===== src/rtl/reseed_guard_pkg.sv =====
package reseed_guard_pkg;
    typedef enum logic [2:0] {
        RG_COUNT = 3'b011,
        RG_REQ   = 3'b101,
        RG_FAULT = 3'b110
    } rg_state_e;
endpackage


===== src/rtl/rg_shadow_reg.sv =====
module rg_shadow_reg #(
    parameter int unsigned W = 16,
    parameter logic [W-1:0] RST_VAL = 16'h0100
) (
    input  logic         clk_i,
    input  logic         rst_ni,
    input  logic         wr_i,
    input  logic [W-1:0] wdata_i,
    output logic [W-1:0] value_o,
    output logic         mismatch_o,
    output logic         corrupt_o
);
    logic [W-1:0] stage_q, value_q, inv_q;
    logic         staged_q, mism_q;

    always_ff @(posedge clk_i or negedge rst_ni) begin
        if (!rst_ni) begin
            stage_q  <= '0;
            staged_q <= 1'b0;
            value_q  <= RST_VAL;
            inv_q    <= ~RST_VAL;
            mism_q   <= 1'b0;
        end else begin
            mism_q <= 1'b0;
            if (wr_i) begin
                if (!staged_q) begin
                    stage_q  <= wdata_i;
                    staged_q <= 1'b1;
                end else if (wdata_i == stage_q) begin
                    value_q  <= wdata_i;
                    inv_q    <= ~wdata_i;
                    staged_q <= 1'b0;
                end else begin
                    stage_q  <= wdata_i;
                    staged_q <= 1'b1;
                    mism_q   <= 1'b1;
                end
            end
        end
    end

    assign value_o    = value_q;
    assign mismatch_o = mism_q;
    assign corrupt_o  = ((value_q ^ inv_q) != {W{1'b1}});
endmodule


===== src/rtl/rg_dual_counter.sv =====
module rg_dual_counter #(
    parameter int unsigned W = 16
) (
    input  logic         clk_i,
    input  logic         rst_ni,
    input  logic         inc_i,
    input  logic         clr_i,
    output logic [W-1:0] count_o,
    output logic         mismatch_o
);
    logic [W-1:0] cnt_a_q, cnt_b_q;

    always_ff @(posedge clk_i or negedge rst_ni) begin
        if (!rst_ni) begin
            cnt_a_q <= '0;
            cnt_b_q <= '0;
        end else if (clr_i) begin
            cnt_a_q <= '0;
            cnt_b_q <= '0;
        end else if (inc_i) begin
            cnt_a_q <= cnt_a_q + 1'b1;
            cnt_b_q <= cnt_b_q + 1'b1;
        end
    end

    assign count_o    = cnt_a_q;
    assign mismatch_o = (cnt_a_q != cnt_b_q);
endmodule


===== src/rtl/reseed_guard.sv =====
module reseed_guard
    import reseed_guard_pkg::*;
#(
    parameter int unsigned W = 16,
    parameter logic [W-1:0] RST_IVAL = 16'h0100
) (
    input  logic         clk_i,
    input  logic         rst_ni,
    input  logic         ival_wr_i,
    input  logic [W-1:0] ival_wdata_i,
    input  logic         lock_wr_i,
    input  logic         lock_wdata_i,
    input  logic         tick_i,
    input  logic         reseed_ack_i,
    output logic [W-1:0] ival_o,
    output logic         wen_o,
    output logic [W-1:0] count_o,
    output logic         reseed_req_o,
    output logic         recov_err_o,
    output logic         fatal_cnt_o,
    output logic         fatal_shadow_o
);
    localparam logic [W-1:0] CntMax = {W{1'b1}};

    rg_state_e    state_q, state_d;
    logic         wen_q, fatal_cnt_q, fatal_shd_q;
    logic         cnt_inc, cnt_clr, cnt_mism, shd_corrupt;
    logic [W-1:0] ival, count;

    // lock bit: cleared by writing 0, never set again before reset
    always_ff @(posedge clk_i or negedge rst_ni) begin
        if (!rst_ni)                       wen_q <= 1'b1;
        else if (lock_wr_i && !lock_wdata_i) wen_q <= 1'b0;
    end

    rg_shadow_reg #(.W(W), .RST_VAL(RST_IVAL)) u_ival (
        .clk_i      (clk_i),
        .rst_ni     (rst_ni),
        .wr_i       (ival_wr_i && wen_q),
        .wdata_i    (ival_wdata_i),
        .value_o    (ival),
        .mismatch_o (recov_err_o),
        .corrupt_o  (shd_corrupt)
    );

    rg_dual_counter #(.W(W)) u_cnt (
        .clk_i      (clk_i),
        .rst_ni     (rst_ni),
        .inc_i      (cnt_inc),
        .clr_i      (cnt_clr),
        .count_o    (count),
        .mismatch_o (cnt_mism)
    );

    // sticky fatal flags
    always_ff @(posedge clk_i or negedge rst_ni) begin
        if (!rst_ni) begin
            fatal_cnt_q <= 1'b0;
            fatal_shd_q <= 1'b0;
        end else begin
            fatal_cnt_q <= fatal_cnt_q | cnt_mism;
            fatal_shd_q <= fatal_shd_q | shd_corrupt;
        end
    end

    // state register
    always_ff @(posedge clk_i or negedge rst_ni) begin
        if (!rst_ni) state_q <= RG_COUNT;
        else         state_q <= state_d;
    end

    // next state
    always_comb begin
        state_d = state_q;
        unique case (state_q)
            RG_COUNT: if (count >= ival)   state_d = RG_REQ;
            RG_REQ:   if (reseed_ack_i)    state_d = RG_COUNT;
            RG_FAULT: state_d = RG_FAULT;
            default:  state_d = RG_FAULT;
        endcase
        if (fatal_cnt_q || fatal_shd_q) state_d = RG_FAULT;
    end

    // outputs
    always_comb begin
        reseed_req_o = 1'b0;
        cnt_clr      = 1'b0;
        cnt_inc      = 1'b0;
        unique case (state_q)
            RG_COUNT: cnt_inc = tick_i && (count != CntMax);
            RG_REQ: begin
                reseed_req_o = 1'b1;
                cnt_clr      = reseed_ack_i;
                cnt_inc      = tick_i && (count != CntMax);
            end
            default: ;
        endcase
    end

    assign ival_o         = ival;
    assign wen_o          = wen_q;
    assign count_o        = count;
    assign fatal_cnt_o    = fatal_cnt_q;
    assign fatal_shadow_o = fatal_shd_q;
endmodule


===== config.mk =====
export PLATFORM = sky130hd
export DESIGN_NAME = reseed_guard
export DESIGN_NICKNAME = d
export VERILOG_FILES = /design/src/rtl/reseed_guard_pkg.sv /design/src/rtl/rg_shadow_reg.sv /design/src/rtl/rg_dual_counter.sv /design/src/rtl/reseed_guard.sv
export SDC_FILE = /design/constraint.sdc
export NUM_CORES = 1
export LEC_CHECK = 0
export BUFFER_PORTS_ARGS = -buffer_cell sky130_fd_sc_hd__buf_2
export CAP_MARGIN = 40
export CORE_UTILIZATION = 47
export CTS_CLUSTER_DIAMETER = 80
export DETAILED_ROUTE_END_ITERATION = 16
export GPL_ROUTABILITY_DRIVEN = 0
export PLACE_DENSITY = 0.67
export SETUP_SLACK_MARGIN = 0.1
export SLEW_MARGIN = 10
export SYNTH_ARGS = -nofsm -noshare
export SYNTH_HDL_FRONTEND = slang
export SYNTH_HIERARCHICAL = 1
export SYNTH_SLANG_ARGS = --single-unit

===== constraint.sdc =====
create_clock -name clk_i -period 6.9 [get_ports clk_i]
set_input_delay 0.69 -clock clk_i [delete_from_list [all_inputs] [get_ports clk_i]]
set_output_delay 0.69 -clock clk_i [all_outputs]
set_load 0.02 [all_outputs]

* Word-level counts from Yosys, hierarchy flattened *
Cells that the tools add are included.
Widths: inputs -> output; s select.

cells by class
  reductions and logical operators = 10
  bitwise operators = 4
  equality and inequality tests = 9
  order comparisons = 1
  add/subtract/negate cells = 2
  shifts and indexed selects = 0
  mux-type cells = 17
  multipliers = 0
  divide/modulo/power cells = 0

operators by type and width
  cell                   count
  $mux 16                6
  $add 16x1->16 const B  2
  $ne 16x16->1 const B   2
  $eq 16x16->1           1
  $ge 16x16->1           1
  $ne 16x16->1           1
  $not 16->16            1
  $xor 16x16->16         1
  $mux 3                 3
  $mux 1                 7
  $ne 3x3->1 const B     2
  $pmux 3 s2             1
  $reduce_and 2->1       2
  $eq 3x2->1 const B     1
  $eq 3x3->1 const B     1
  $logic_and 1x1->1      3
  $reduce_and 3->1       1
  $ne 2x2->1 const B     1
  $or 1x1->1             2
  $reduce_bool 2->1      1
  $reduce_or 2->1        1
  $logic_not 1->1        1
  $logic_or 1x1->1       1

word-level totals
  memory bits (read-only) = 0
  bits in writable memories = 0
  memories = 0
  input port bits = 23
  register bits = 88
  bits in latches = 0

* Logic depth before layout (Yosys ltp) *
  depth after elaboration = 5
  depth in mapped cells = 8
  gate-level depth less buffers = 7

* Modules after synthesis *
The synthesis kept the hierarchy.

by module, submodules not included
  module           area each (um2)  cells an instance  times used  sequential area each (um2)
  rg_shadow_reg    2336.0           167                1           1271.2
  rg_dual_counter  1831.8           184                1           800.8
  reseed_guard     738.2            86                 1           153.9

* Worst setup path after synthesis *
No wires, ideal clock.

  kind = input port to flip-flop
  from = input ival_wdata_i[9]
  to = register u_ival.stage_q[0]
  data required time = 6775 ps
  library setup time = 125 ps
  slack = 4637 ps
  buffers on the path = 1
  arrival = 2138 ps
  stages = 6
  cell sequence = xor2_1 nor4_1 nand4_2 o21ai_4 buf_12 mux2_4

on the way
  cells in the longest elaborated chain, start to end = 3

RTL lines
  item                               RTL line             text
  start, declared                    reseed_guard.sv:10   input logic [W-1:0] ival_wdata_i,
  $eq 16x16->1                       rg_shadow_reg.sv:29  end else if (wdata_i == stage_q) begin
  $ne 2x2->1 (no source line)        --
  $reduce_and 2->1 (no source line)  --
  end signal, assigned               rg_shadow_reg.sv:27  stage_q <= wdata_i;
  end signal, assigned               rg_shadow_reg.sv:34  stage_q <= wdata_i;
  end, declared                      rg_shadow_reg.sv:13  logic [W-1:0] stage_q, value_q, inv_q;

No other way between the ends.
A chain may end at the register's enable or synchronous reset.

* Worst setup path in the final report *
  from = register state_q[0]
  to = register u_cnt.cnt_b_q[15]

on the way
  elaborated cells between the ends (all ways) = 7
  classes of those cells = 2 x eq/ne; 3 x mux; 2 x reduce/logical

RTL lines
  item                                          RTL line               text
  start, declared                               reseed_guard.sv:25     rg_state_e state_q, state_d;
  start signal, assigned                        reseed_guard.sv:69     else state_q <= state_d;
  $eq 3x3->1 *                                  reseed_guard.sv:89     unique case (state_q)
  $mux 1 *                                      reseed_guard.sv:89
  via cnt_clr                                   reseed_guard.sv:27     logic cnt_inc, cnt_clr, cnt_mism, shd_corrupt;
  $mux 16 or $reduce_bool 2->1 (tied branches)  --
  end signal, assigned                          rg_dual_counter.sv:22  cnt_b_q <= cnt_b_q + 1'b1;
  end, declared                                 rg_dual_counter.sv:11  logic [W-1:0] cnt_a_q, cnt_b_q;

The timed path passes the listed nets; every way through them passes the cells marked *.

==> impl_results.md <==
- Crit end category: register
- Wl on met1: 5.20 mm
- Drt wl/cell: 16.8 microns
- CTS buffer count: 9
- Post-DR vias/cell: 5.33
- Sequential share of the synthesized area: 0.454
- Layout Utilization: 0.556
- Crit Path Max Fanout: 39
- R2r worst-path depth: 6
- Number of enable flip-flop cells after synthesis: 0
- Drt drc: 0
- Row count: 36
- Fin nets: 538
- Root buf cell: clkbuf_8
- Top cells by area, synth: dfrtp_1 35%, dfstp_2 10%, xor2_1 7.7%
- Vias in the first global route: 3443
- Power per cell area: 164 mW/mm^2
- Kind of cell adding the most delay to the critical path: simple AND/OR/NAND/NOR gates
- Crit start category: register
- Ys async rst share: 1.00
- Final min period: 2.85 ns
- Static Leak: 2.79 nW
- CP cell instances: and3b_1 -> and2_2 -> o211ai_2 -> or3_1 -> nor3_2 -> mux2_1
- Post-synth top area share: 0.352
- Worst reg2reg setup slack: 4.05 ns
- Relative slew slack: 0.501
- Met2 wire len: 4.72 mm
- Post-CTS setup buffers: 0
- GRT Util Overall: 0.211
- Die area: 0.0109 sq mm
- DP HPWL: 7.57 mm
- VDD IR-drop max: 134 uV
- Sequential cell area: 0.00223 sq mm
- DR top layer: met4
- Syn nets: 478
- Max-slew violation count: 0
- First-pass DRT Iterations: 4
- Most instantiated cells after synthesis: 69 x dfrtp_1, 43 x xor2_1, 37 x inv_1
- Clk slew on worst S/H paths: 0.08 ns
- Hold Path Class: input pin to asynchronous set/reset pin
- Max Fclk: 351 MHz
- Initial antenna violation count: 0
- Share of layout cells above drive strength 1: 0.297
- Grt total ovfl: 0
- CP max stage delay: 0.68 ns
- Yosys reg bits: 88
- Outcome: completed
- Slew @ Worst Pin: 0.748 ns
- Post-synthesis cell area: 0.00491 sq mm
- Cts hold-fix bufs: 0
- Area grow syn2layout: 12.8%
- Largest area contributor in the netlist: dfrtp_1
- H-tree depth: 3
- CP required: 7.16 ns
- Hold Vio Cnt, Final: 0
- Count leader, synth: dfrtp_1
- WP buf/inv: 0
- IO buf count: 59
- Initial Util: 0.493
- RSZ-0062 raised after global routing: false
- Post-cts resize count: 0
- Maximum capacitance violations: 0
- Final setup violation count: 0
- Antenna Cells: 0
- Worst setup path class: register to register
- Syn avg cell area: 11.2 sq um
- Maximum buffer depth of the clock tree: 2
- Core ar.: 0.00995 sq mm
- # IOs: 60
- Final worst path period share: 0.412
- Crit-path slowest cell: and2_2
- Library cells used by synthesis: 64
- Mapped Cells: 437
- Reg2reg start: state_q[0]
- Die width: 104 microns
- Clock Skew: 0.00890 ns
- ANT nets after route: 0
- Die Height: 104 microns
- Ys flop type: dfrtp_1
- First-pass GRT wire length: 17.8 mm
- DRT Wirelength: 10.6 mm
- Reg2Reg Capture Point: u_cnt/cnt_b_q[15]
- Ys Warns: 6
- Clock sinks: 88
- Largest net degree at the start of global routing: 57
- Multi-input logic area: 0.00244 sq mm
- Clock latency at the later pin of the worst-skew pair: 0.38 ns
- Fill cell count: 859
- DR WL met3: 534 microns
- Via count: 3385
- Setup tns final: 0 ns
- Crit path DAT: 3.11 ns
- Initial DRC Count: 196
- CTS tree: yes
==> where the power goes <==
group	total, mW	internal, mW	switching [mW]
clock network	0.365	0.177	0.188
registers	0.516	0.516	0
logic	0.0280	0.00900	0.0190
total	0.909	0.701	0.207
==> sequential cells by signal, summed over array words and instances, names as in the netlist <==
| register | cells |
|---|---|
| fatal_cnt_o | 1 |
| fatal_shadow_o | 1 |
| state_q | 3 |
| u_cnt/cnt_b_q | 16 |
| u_cnt/count_o | 16 |
| u_ival/inv_q | 16 |
| u_ival/mismatch_o | 1 |
| u_ival/stage_q | 16 |
| u_ival/staged_q | 1 |
| u_ival/value_o | 16 |
| wen_o | 1 |
==> how the worst max path moves through the flow <==
stage / slack [ns] / start / endpoint / cells past startpoint
floorplan: 4.64 / ival_wdata_i[9] / u_ival/stage_q[0] / 6
global placement: 3.69 / ival_wdata_i[9] / u_ival/value_o[7] / 6
detailed placement: 3.84 / ival_wdata_i[11] / u_ival/value_o[12] / 7
CTS: 4.06 / state_q[0] / u_cnt/cnt_b_q[15] / 6
global route: 3.88 / state_q[0] / u_cnt/cnt_b_q[15] / 6
finish: 4.05 / state_q[0] / u_cnt/cnt_b_q[15] / 6
==> cells by family (layout without fill, tap and decap cells) <==
group	after synthesis	after routing	synth area share
xor gates and xnor gates	72	72	0.129
AOI/OAI and AO/OA	31	31	0.0525
muxes	52	52	0.123
DFF	88	88	0.454
buffers and inverters	50	115	0.0492
and+or+nand+nor	126	126	0.147
adders and majority gates	18	18	0.0459
==> per-stage QoR <==
step           instances  cell area, sq um  hold WS [ns]  worst slack, ns  power (mW)
5_1_grt              635              5530         0.262             3.88       0.943
3_3_place_gp         616              5270         0.460             3.69       0.552
6_report             635              5530         0.244             4.05       0.909
3_5_place_dp         619              5330         0.462             3.84       0.555
4_1_cts              635              5530         0.244             4.06       0.921
2_1_floorplan        437              4910         0.394             4.64       0.530
==> per-layer routing <==
layer / up-vias / GRT usage
met3: 14 / 0.0576
met2: 80 / 0.310
li1: 1630 / -
met4: 0 / 0.0786
met5: - / 0
met1: 1661 / 0.298
==> layout by cell type, fill, tap and decap left out, types with 16 or more instances in the layout <==
cell type,instances
ha_1,18
inv_1,37
nand4_1,16
dfstp_2,19
nor4_1,16
dfrtp_1,69
nand2_1,16
xnor2_1,29
nor2_1,34
buf_2,58
xor2_1,43
mux2_2,22
mux2i_1,17
==> cell type report <==
class                           instances  area share
Tap cell                              133      0.0301
Timing Repair Buffer                   62      0.0658
Clock buffer                           11      0.0256
Multi-Input combinational cell        299       0.441
Sequential cell                        88       0.402
Clock inverter                          5      0.0102
Inverter                               37      0.0251
Power figures use the tool's default switching activity.
